File: src/rtl/dbs_pkg.sv
package dbs_pkg;
  typedef enum logic [2:0] {
    PH_IDLE  = 3'd0,
    PH_ADDR  = 3'd1,
    PH_GAP   = 3'd2,
    PH_STRB  = 3'd3,
    PH_RECOV = 3'd4
  } phase_e;
endpackage

File: src/rtl/dbs_rst_sync.sv
module dbs_rst_sync (
  input  logic clk,
  input  logic rst_n,
  output logic srst_n
);
  logic [1:0] sync_q;

  always_ff @(posedge clk or negedge rst_n) begin
    if (!rst_n) sync_q <= 2'b00;
    else        sync_q <= {sync_q[0], 1'b1};
  end

  assign srst_n = sync_q[1];
endmodule

File: src/rtl/dbs_phase_cnt.sv
module dbs_phase_cnt #(
  parameter int CW = 6
) (
  input  logic          clk,
  input  logic          rst_n,
  input  logic          load,
  input  logic [CW-1:0] load_val,
  output logic          zero
);
  logic [CW-1:0] cnt_q, cnt_d;
  logic          cnt_en;

  always_comb begin
    cnt_en = load || (cnt_q != '0);
    cnt_d  = load ? load_val : (cnt_q - CW'(1));
  end

  always_ff @(posedge clk or negedge rst_n) begin
    if (!rst_n)      cnt_q <= '0;
    else if (cnt_en) cnt_q <= cnt_d;
  end

  assign zero = (cnt_q == '0);
endmodule

File: src/rtl/dbs_phase_fsm.sv
module dbs_phase_fsm
  import dbs_pkg::*;
#(
  parameter int EXT_W  = 2,
  parameter int WAIT_W = 4,
  parameter int FLT_W  = 3,
  parameter int CW     = 6
) (
  input  logic              clk,
  input  logic              rst_n,
  input  logic              req_valid,
  input  logic              req_write,
  input  logic              cfg_rw_delay,
  input  logic [EXT_W-1:0]  cfg_ale_ext,
  input  logic [WAIT_W-1:0] cfg_wait,
  input  logic [FLT_W-1:0]  cfg_float,
  input  logic              cnt_zero,
  output logic              cnt_load,
  output logic [CW-1:0]     cnt_val,
  output logic              accept,
  output logic              strobe_end,
  output logic              finish,
  output logic              idle,
  output logic              is_write,
  output logic              ale_o,
  output logic              rd_n_o,
  output logic              wr_n_o,
  output logic              done_o
);
  phase_e            ph_q, ph_d;
  logic              wr_q, dly_q;
  logic [EXT_W-1:0]  ext_q;
  logic [WAIT_W-1:0] wait_q;
  logic [FLT_W-1:0]  flt_q;
  logic              ale_q, rd_n_q, wr_n_q, done_q;
  logic [CW-1:0]     gap_len, strb_m1;

  assign idle   = (ph_q == PH_IDLE);
  assign accept = idle && req_valid;

  always_comb begin
    gap_len = CW'(ext_q) + CW'(dly_q);
    strb_m1 = (dly_q ? CW'(1) : CW'(2)) + CW'(wait_q);
  end

  // next phase and counter load
  always_comb begin
    ph_d     = ph_q;
    cnt_load = 1'b0;
    cnt_val  = '0;
    case (ph_q)
      PH_IDLE: if (req_valid) begin
        ph_d     = PH_ADDR;
        cnt_load = 1'b1;
        cnt_val  = CW'(cfg_ale_ext);
      end
      PH_ADDR: if (cnt_zero) begin
        cnt_load = 1'b1;
        if (gap_len == '0) begin
          ph_d    = PH_STRB;
          cnt_val = strb_m1;
        end else begin
          ph_d    = PH_GAP;
          cnt_val = gap_len - CW'(1);
        end
      end
      PH_GAP: if (cnt_zero) begin
        ph_d     = PH_STRB;
        cnt_load = 1'b1;
        cnt_val  = strb_m1;
      end
      PH_STRB: if (cnt_zero) begin
        if (flt_q == '0) begin
          ph_d = PH_IDLE;
        end else begin
          ph_d     = PH_RECOV;
          cnt_load = 1'b1;
          cnt_val  = CW'(flt_q) - CW'(1);
        end
      end
      PH_RECOV: if (cnt_zero) ph_d = PH_IDLE;
      default: ph_d = PH_IDLE;
    endcase
  end

  assign strobe_end = (ph_q == PH_STRB) && cnt_zero;
  assign finish     = !idle && (ph_d == PH_IDLE);

  always_ff @(posedge clk or negedge rst_n) begin
    if (!rst_n) ph_q <= PH_IDLE;
    else        ph_q <= ph_d;
  end

  // per-cycle configuration, latched when a request is taken
  always_ff @(posedge clk or negedge rst_n) begin
    if (!rst_n) begin
      wr_q   <= 1'b0;
      dly_q  <= 1'b0;
      ext_q  <= '0;
      wait_q <= '0;
      flt_q  <= '0;
    end else if (accept) begin
      wr_q   <= req_write;
      dly_q  <= cfg_rw_delay;
      ext_q  <= cfg_ale_ext;
      wait_q <= cfg_wait;
      flt_q  <= cfg_float;
    end
  end

  // registered bus controls decoded from the next phase
  always_ff @(posedge clk or negedge rst_n) begin
    if (!rst_n) begin
      ale_q  <= 1'b0;
      rd_n_q <= 1'b1;
      wr_n_q <= 1'b1;
      done_q <= 1'b0;
    end else begin
      ale_q  <= (ph_d == PH_ADDR);
      rd_n_q <= !((ph_d == PH_STRB) && !wr_q);
      wr_n_q <= !((ph_d == PH_STRB) && wr_q);
      done_q <= finish;
    end
  end

  assign is_write = wr_q;
  assign ale_o    = ale_q;
  assign rd_n_o   = rd_n_q;
  assign wr_n_o   = wr_n_q;
  assign done_o   = done_q;
endmodule

File: src/rtl/dbs_datapath.sv
module dbs_datapath #(
  parameter int ADDR_W = 16,
  parameter int DATA_W = 16
) (
  input  logic              clk,
  input  logic              rst_n,
  input  logic              accept,
  input  logic              idle,
  input  logic              is_write,
  input  logic              strobe_end,
  input  logic              finish,
  input  logic              req_write,
  input  logic [ADDR_W-1:0] req_addr,
  input  logic [DATA_W-1:0] req_wdata,
  input  logic [DATA_W-1:0] bus_din,
  output logic [ADDR_W-1:0] addr_o,
  output logic [DATA_W-1:0] dout_o,
  output logic              dout_en_o,
  output logic [DATA_W-1:0] rdata_o
);
  logic [ADDR_W-1:0] addr_q;
  logic [DATA_W-1:0] wdata_q, cap_q, rdata_q, rdata_d;
  logic              oe_q, oe_d, oe_en, cap_en, rdata_en;

  always_comb begin
    oe_en    = accept || idle;
    oe_d     = accept && req_write;
    cap_en   = strobe_end && !is_write;
    rdata_en = finish && !is_write;
    rdata_d  = cap_en ? bus_din : cap_q;
  end

  always_ff @(posedge clk or negedge rst_n) begin
    if (!rst_n) begin
      addr_q  <= '0;
      wdata_q <= '0;
    end else if (accept) begin
      addr_q  <= req_addr;
      wdata_q <= req_wdata;
    end
  end

  always_ff @(posedge clk or negedge rst_n) begin
    if (!rst_n)     oe_q <= 1'b0;
    else if (oe_en) oe_q <= oe_d;
  end

  always_ff @(posedge clk or negedge rst_n) begin
    if (!rst_n)      cap_q <= '0;
    else if (cap_en) cap_q <= bus_din;
  end

  always_ff @(posedge clk or negedge rst_n) begin
    if (!rst_n)        rdata_q <= '0;
    else if (rdata_en) rdata_q <= rdata_d;
  end

  assign addr_o    = addr_q;
  assign dout_o    = wdata_q;
  assign dout_en_o = oe_q;
  assign rdata_o   = rdata_q;
endmodule

File: src/rtl/demux_bus_seq.sv
module demux_bus_seq #(
  parameter int ADDR_W = 16,
  parameter int DATA_W = 16,
  parameter int EXT_W  = 2,
  parameter int WAIT_W = 4,
  parameter int FLT_W  = 3
) (
  input  logic              clk,
  input  logic              rst_n,
  input  logic              req_valid,
  input  logic              req_write,
  input  logic [ADDR_W-1:0] req_addr,
  input  logic [DATA_W-1:0] req_wdata,
  input  logic              cfg_rw_delay,
  input  logic [EXT_W-1:0]  cfg_ale_ext,
  input  logic [WAIT_W-1:0] cfg_wait,
  input  logic [FLT_W-1:0]  cfg_float,
  output logic              busy,
  output logic [ADDR_W-1:0] bus_addr,
  output logic              bus_ale,
  output logic              bus_rd_n,
  output logic              bus_wr_n,
  output logic [DATA_W-1:0] bus_dout,
  output logic              bus_dout_en,
  input  logic [DATA_W-1:0] bus_din,
  output logic              rsp_done,
  output logic [DATA_W-1:0] rsp_rdata
);
  localparam int MAX_A = (EXT_W > WAIT_W) ? EXT_W : WAIT_W;
  localparam int MAX_B = (MAX_A > FLT_W) ? MAX_A : FLT_W;
  localparam int CW    = MAX_B + 2;

  logic          srst_n;
  logic          cnt_load, cnt_zero;
  logic [CW-1:0] cnt_val;
  logic          accept, strobe_end, finish, idle, is_write;

  dbs_rst_sync i_rst (
    .clk    (clk),
    .rst_n  (rst_n),
    .srst_n (srst_n)
  );

  dbs_phase_cnt #(.CW(CW)) i_cnt (
    .clk      (clk),
    .rst_n    (srst_n),
    .load     (cnt_load),
    .load_val (cnt_val),
    .zero     (cnt_zero)
  );

  dbs_phase_fsm #(
    .EXT_W (EXT_W),
    .WAIT_W(WAIT_W),
    .FLT_W (FLT_W),
    .CW    (CW)
  ) i_fsm (
    .clk          (clk),
    .rst_n        (srst_n),
    .req_valid    (req_valid),
    .req_write    (req_write),
    .cfg_rw_delay (cfg_rw_delay),
    .cfg_ale_ext  (cfg_ale_ext),
    .cfg_wait     (cfg_wait),
    .cfg_float    (cfg_float),
    .cnt_zero     (cnt_zero),
    .cnt_load     (cnt_load),
    .cnt_val      (cnt_val),
    .accept       (accept),
    .strobe_end   (strobe_end),
    .finish       (finish),
    .idle         (idle),
    .is_write     (is_write),
    .ale_o        (bus_ale),
    .rd_n_o       (bus_rd_n),
    .wr_n_o       (bus_wr_n),
    .done_o       (rsp_done)
  );

  dbs_datapath #(
    .ADDR_W(ADDR_W),
    .DATA_W(DATA_W)
  ) i_dp (
    .clk        (clk),
    .rst_n      (srst_n),
    .accept     (accept),
    .idle       (idle),
    .is_write   (is_write),
    .strobe_end (strobe_end),
    .finish     (finish),
    .req_write  (req_write),
    .req_addr   (req_addr),
    .req_wdata  (req_wdata),
    .bus_din    (bus_din),
    .addr_o     (bus_addr),
    .dout_o     (bus_dout),
    .dout_en_o  (bus_dout_en),
    .rdata_o    (rsp_rdata)
  );

  assign busy = !idle;
endmodule

File: config.mk
export PLATFORM = sky130hd
export DESIGN_NAME = demux_bus_seq
export DESIGN_NICKNAME = d
export VERILOG_FILES = /design/src/rtl/dbs_pkg.sv /design/src/rtl/dbs_rst_sync.sv /design/src/rtl/dbs_phase_cnt.sv /design/src/rtl/dbs_phase_fsm.sv /design/src/rtl/dbs_datapath.sv /design/src/rtl/demux_bus_seq.sv
export SDC_FILE = /design/constraint.sdc
export NUM_CORES = 1
export LEC_CHECK = 0
export BUFFER_PORTS_ARGS = -buffer_cell sky130_fd_sc_hd__buf_4
export CORE_MARGIN = 2
export CORE_UTILIZATION = 30
export DETAILED_ROUTE_END_ITERATION = 10
export MAX_ROUTING_LAYER = met4
export PLACE_DENSITY = 0.62
export REMOVE_ABC_BUFFERS = 1
export SETUP_SLACK_MARGIN = 0.5
export SYNTH_ARGS = -nofsm -noshare
export SYNTH_HDL_FRONTEND = slang
export SYNTH_SLANG_ARGS = --single-unit
export TNS_END_PERCENT = 30
File: constraint.sdc
create_clock -name clk -period 2.5 [get_ports clk]
set_input_delay 0.5 -clock clk [delete_from_list [all_inputs] [get_ports clk]]
set_output_delay 0.5 -clock clk [all_outputs]
set_load 0.02 [all_outputs]
; Word-level counts from Yosys, hierarchy flattened
; Index checks and enable logic that the tools add are counted.
[word_totals]
ff_bits = 91
latch_bits = 0
ram_bits = 0
mem_bits_ro = 0
elab_cells = 72
memories = 0
[classes]
add_sub_neg = 5
n_mul = 0
div = 0
order_cmp = 0
n_eq_ne = 6
shift = 0
muxes = 23
n_bitwise = 0
n_reduce_logical = 21
[ops]
columns = operator, n
row1 = 6-bit 2-to-1 mux, 6
row2 = 6-bit case mux with 4 select lines, 1
row3 = 3-bit 2-to-1 mux, 6
row4 = 16-bit 2-to-1 mux, 1
row5 = 3-bit case mux with 5 select lines, 1
row6 = 6-bit logical NOT, 2
row7 = 6-bit by 1-bit subtractor with 6-bit output (second input constant), 2
row8 = 3-bit by 2-bit == test with 1-bit output (second input constant), 3
row9 = 3-bit logical NOT, 3
row10 = 1-bit logical AND, 8
row11 = 6-bit by 4-bit adder with 6-bit output, 1
row12 = 3-bit by 1-bit == test with 1-bit output (second input constant), 2
row13 = 6-bit nonzero test, 1
row14 = 1-bit 2-to-1 mux, 5
row15 = 1-bit logical NOT, 4
row16 = 2-bit 2-to-1 mux, 2
row17 = 3-bit by 1-bit subtractor with 4-bit output (second input constant), 1
row18 = 2-bit by 1-bit adder with 3-bit output, 1
row19 = 3-bit == test (second input constant), 1
row20 = 1-bit case mux with 3 select lines, 1
row21 = 1-bit logical OR, 2
row22 = 2-bit OR reduction, 1

; Longest topological paths before layout
[depth]
ltp_word = 8
depth_mapped = 11
mapped_depth_nobuf = 10

; Cells and area by module
; From an unflattened synthesis, not the netlist that was laid out.
[hier_totals]
cells_unflattened = 326
area_unflattened_um2 = 4398.0
[modules_own_cells]
columns = module, instances, cells_per_inst, area_each_um2, seq_area_each_um2
row1 = dbs_datapath, 1, 159, 2716.4, 1626.6
row2 = dbs_phase_fsm, 1, 123, 1223.7, 452.9
row3 = dbs_phase_cnt, 1, 40, 400.4, 150.1
row4 = dbs_rst_sync, 1, 3, 53.8, 50.0
row5 = demux_bus_seq, 1, 1, 3.8, 0.0

; Least setup slack after synthesis
; No wires, ideal clock.
[synth_path]
path_kind = flip-flop to flip-flop
from = register i_cnt.cnt_q[0]
to = register i_dp.rdata_q[10], in the netlist i_dp.rdata_o[10]
setup_time_ns = 0.125
arrival_ns = 2.459
required_ns = 2.375
setup_slack_ns = -0.084
path_stages_with_launch = 9
synth_period_minus_slack_ns = 2.584
path_cell_list = dfrtp_1 -> inv_1 -> ha_1 -> or3b_1 -> buf_6 -> or4_4 -> a31oi_4 -> buf_12 -> mux2_4
[synth_via]
elab_chain_cells = 6
word_cells_on_any_way = 12
[synth_lines]
columns = item, line
row1 = start: declaration, dbs_phase_cnt.sv:10  ; logic [CW-1:0] cnt_q, cnt_d;
row2 = start signal: assignment, dbs_phase_cnt.sv:20  ; else if (cnt_en) cnt_q <= cnt_d;
row3 = 6-bit logical NOT *, dbs_phase_cnt.sv:23  ; assign zero = (cnt_q == '0);
row4 = "3-bit 2-to-1 mux, on equally long branches", --
row5 = 3-bit case mux with 5 select lines, dbs_phase_fsm.sv:51  ; case (ph_q)
row6 = 3-bit logical NOT, dbs_phase_fsm.sv:87  ; assign finish = !idle && (ph_d == PH_IDLE);
row7 = 1-bit logical AND, dbs_phase_fsm.sv:87
row8 = 1-bit logical AND, dbs_datapath.sv:29  ; rdata_en = finish && !is_write;
row9 = end signal: assignment, dbs_datapath.sv:55  ; else if (rdata_en) rdata_q <= rdata_d;
row10 = end: declaration, dbs_datapath.sv:22  ; logic [DATA_W-1:0] wdata_q, cap_q, rdata_q, rdata_d;
; Mark *: on every way between the ends. The rest lies on a longest branch, timed or not.
; A chain may end at the register's enable or synchronous reset.

; Worst setup path in the final report
[layout_path]
from = register i_cnt.cnt_q[0]
to = register i_dp.rdata_q[15], in the netlist i_dp.rdata_o[15]
; The elaborated chain is that of the path after synthesis.

==> impl_summary.log <==
INFO  metric clock_tree.root_cell = sky130_fd_sc_hd__clkbuf_16
INFO  metric m1WireLength = 3891 µm
INFO  metric fraction_of_power_spent_switching_nets = 0.3611
INFO  metric dieWidth = roughly 120 µm
INFO  metric timing.fmax = 0.4213 GHz
INFO  metric number_of_unique_standard_cell_types_used_by_synthesis = 54
INFO  metric drt-vias-per-instance = 4.685
INFO  metric fin_crit = around 2400 ps
INFO  metric worst_setup_path_start_kind = register
INFO  metric drv.max_cap_violation_count = 0
INFO  metric ys.warnings.count = 0
INFO  metric route.top_layer_used = met4
INFO  metric post_route_cells_drive_above_1_share = 0.5576
INFO  metric gp_routability_congestion = 0.8784
INFO  metric yosysSeqAreaShare = 0.5627
INFO  metric combPwrFrac = 0.474
INFO  metric number_of_instances_in_the_synthesized_netlist = a little over 300
INFO  metric core.rowCount = 42
INFO  metric layout.nets = 509
INFO  metric timing.critical_path.to_type = register
INFO  metric number_of_enable_type_register_cells_in_the_synthesized_netlist = 0
INFO  metric track_usage = 0.1357
INFO  metric drt-initial-drc-count = 132
INFO  metric clk_path_buf_depth = 2
INFO  metric met3RoutedLength = 520 µm
INFO  metric wire_length_of_the_first_global_routing_pass = 14950 µm
INFO  metric length_of_routed_met2_wiring = 4570 µm
INFO  metric syn-mean-instance-area = 13.33 µm²
INFO  metric dp.final_hpwl = approximately 6500 µm
INFO  metric intPower = 4.964 mW
INFO  metric worst_skew_pair.late_latency = between 300 and 400 ps
INFO  metric first_global_vias = 3023
INFO  metric status = finished clean
INFO  metric h-tree-depth = 3
INFO  metric synth-main-ff-cell = sky130_fd_sc_hd__dfrtp_1
INFO  metric power.net_switching = 2.805 mW
INFO  metric synth_area_leaders = sky130_fd_sc_hd__dfrtp_1 (55%), sky130_fd_sc_hd__mux2_2 (17%), sky130_fd_sc_hd__mux2_4 (3.7%)
INFO  metric fp.dieArea = approximately 0.014 mm²
INFO  metric antennaDiodeCount = 0
INFO  metric setup_ws = 126.2 ps
INFO  metric yosys.area.top_type = sky130_fd_sc_hd__dfrtp_1
INFO  metric setup-tns-final = 0 ps
INFO  metric worst_case_vdd_ir_drop = 662.6 µV
INFO  metric endpoints_failing_hold = 0
INFO  metric cp_data_arrival_time = around 2600 ps
INFO  metric avgRoutedWirePerCell = 14.66 µm
INFO  metric final-setup-viol-count = 0
INFO  metric power_per_cell_area = 1353 mW/mm²
INFO  metric route.antenna.remaining_nets = 0
INFO  metric yosysTopAreaCellShare = 0.5497
INFO  metric fp.coreArea = about 0.013 mm²
INFO  metric cp.required = 2720 ps
INFO  metric grt_antenna_before_repair = 0
INFO  metric ranking_of_synthesized_cells_by_instance_count = sky130_fd_sc_hd__dfrtp_1 (89), sky130_fd_sc_hd__mux2_2 (61), sky130_fd_sc_hd__inv_1 (14), sky130_fd_sc_hd__nand2_1 (12), sky130_fd_sc_hd__o21ai_0 (12)
INFO  metric worstSetupPathType = reg -> reg
INFO  metric clock_power_share = 0.189
INFO  metric gr-total-overflow = 0
INFO  metric drt-pass1-iter-count = 4
INFO  metric number_of_synthesized_register_bits = 91
INFO  metric synthMostInstantiatedCell = sky130_fd_sc_hd__dfrtp_1
INFO  metric timing_max_transition_violations_final = 0
INFO  metric postRouteWirelength = about 9000 µm
INFO  metric vias_post_dr = about 2.9k
INFO  metric min_period_over_period = 0.9495
INFO  metric worstHoldPathType = reg -> async
INFO  metric cts_inserted_buffers = 9
INFO  metric synth_async_sr_flop_share = 1.000
INFO  metric clock-skew-final = 7.756 ps
INFO  metric report.power.total = 7.769 mW
INFO  metric initial_core_util = 0.3072
INFO  metric num_io_pins = 116
INFO  metric power_leakage = 2.620 nW
INFO  metric placement.io_buffers = approximately 120
INFO  metric seq_power_share = 0.336
INFO  metric post_synth_instance_area = between 0.004 and 0.005 mm²
INFO  metric critical_path.max_fanout = 5
INFO  metric rsz0062_at_grt = true
INFO  metric drt_drc_violations_left = 0
INFO  metric pin_count_of_the_biggest_net_entering_global_routing = 57
INFO  metric clock_sinks = 91
INFO  metric place_ws = 75.19 ps
INFO  metric die_height = 120.2 µm
INFO  metric cts_tree = built
INFO  metric clkSlewWorstSetupHoldPaths = 70 ps
INFO  metric area.growth.synth_to_final = 41.75%
==> flip-flops by register name, summed over array words and instances, names as in the netlist <==
signal,count
i_dp.addr_o,16
i_fsm.is_write,1
i_dp.cap_q,16
i_rst.sync_q,2
i_fsm.done_o,1
i_dp.rdata_o,16
i_dp.dout_o,16
i_fsm.rd_n_o,1
i_dp.dout_en_o,1
i_cnt.cnt_q,6
i_fsm.ale_o,1
i_fsm.flt_q,3
i_fsm.ph_q,3
i_fsm.ext_q,2
i_fsm.wr_n_o,1
i_fsm.dly_q,1
i_fsm.wait_q,4
==> layout make-up <==
cell class / count / area [µm²]
fill: 1230 / 7447
sequential: 91 / 2283
multi-input combinational: 184 / 1738
timing repair buffer: 138 / 1125
clock buffer: 9 / 225.2
tap: 176 / 220.2
clock inverter: 7 / 98.84
inverter: 14 / 52.55
==> cells by family (layout without fill, tap and decap cells) <==
family | Yosys count | count (layout) | share of synthesized area
buffers and inverters | 29 | 168 | 0.03366
AO/OA/AOI/OAI | 43 | 43 | 0.07598
multiplexers | 75 | 75 | 0.2165
other | 1 | 1 | 0.0009256
XOR/XNOR | 4 | 4 | 0.008649
flip-flops | 91 | 91 | 0.5627
AND/OR/NAND/NOR | 52 | 52 | 0.07196
adder cells (fa/ha/maj) | 9 | 9 | 0.02965
==> power groups by stage <==
| stage | Combinational (mW) | Sequential (mW) | Clock (mW) |
|---|---|---|---|
| 2_1_floorplan | 1.61 | 3.06 | 0 |
| 3_3_place_gp | 3.39 | 2.63 | 0 |
| 3_5_place_dp | 3.46 | 2.66 | 0 |
| 4_1_cts | 3.54 | 2.62 | 1.52 |
| 5_1_grt | 4.00 | 2.71 | 1.59 |
| 6_report | 3.69 | 2.61 | 1.47 |
==> per-stage QoR <==
stage               utilization  area, µm²  hold slack [ps]  std cells
floorplan                     -       3968            204.4        289
global placement         0.3956       5218            283.4        594
detailed placement       0.3956       5218            285.2        594
CTS                      0.4298       5669            308.4        616
global route             0.4354       5743            325.8        619
finish                   0.4354       5743            278.0        619
==> final timing paths <==
check | start | end | slack [ps] | cells past startpoint
max | i_cnt.cnt_q[0] | i_dp.rdata_o[15] | 130 | 8
min | i_rst.sync_q[1] | i_dp.dout_o[14] | 280 | 0
max reg2reg | i_cnt.cnt_q[0] | i_dp.rdata_o[15] | 130 | 8
min reg2reg | i_rst.sync_q[1] | i_dp.dout_o[14] | 280 | 0
max in group asynchronous | i_rst.sync_q[1] | i_fsm.wr_n_o | 1510 | 1
min in group clk | i_rst.sync_q[0] | i_rst.sync_q[1] | 350 | 0
==> critical path, stage by stage, from the launching register on <==
cell and delay (ps):
sky130_fd_sc_hd__dfrtp_1 390, sky130_fd_sc_hd__inv_2 80, sky130_fd_sc_hd__ha_4 120, sky130_fd_sc_hd__or3b_4 370, sky130_fd_sc_hd__or4_4 510, sky130_fd_sc_hd__a31oi_4 230
sky130_fd_sc_hd__buf_12 140, sky130_fd_sc_hd__buf_12 110, sky130_fd_sc_hd__mux2_4 290
==> placed cells by master (no fill, tap or decap), drive strengths merged, types with 4 or more instances in the layout <==
cell type,n
buf,137
dfrtp,89
mux2,71
inv,16
nand2,12
o21ai,12
clkbuf,9
nor2,8
ha,8
nor2b,5
nand3,4
a21oi,4
mux2i,4
or3,4
==> routing by layer <==
| metal | track usage | up-vias |
|---|---|---|
| met5 | - | - |
| met4 | 0.04142 | 0 |
| met3 | 0.04009 | 9 |
| met2 | 0.2166 | 97 |
| met1 | 0.1674 | 1442 |
| li1 | - | 1352 |
==> repair_timing <==
item                                    CTS  global route
cloned                                    1             0
gates resized for setup                  14            10
pin swaps                                 3             4
hold buffers                              1             0
hold endpoints to repair                  2             0
buffers inserted                          4             3
endpoints found under the setup margin   25            28
(Power assumes the default switching activity.)
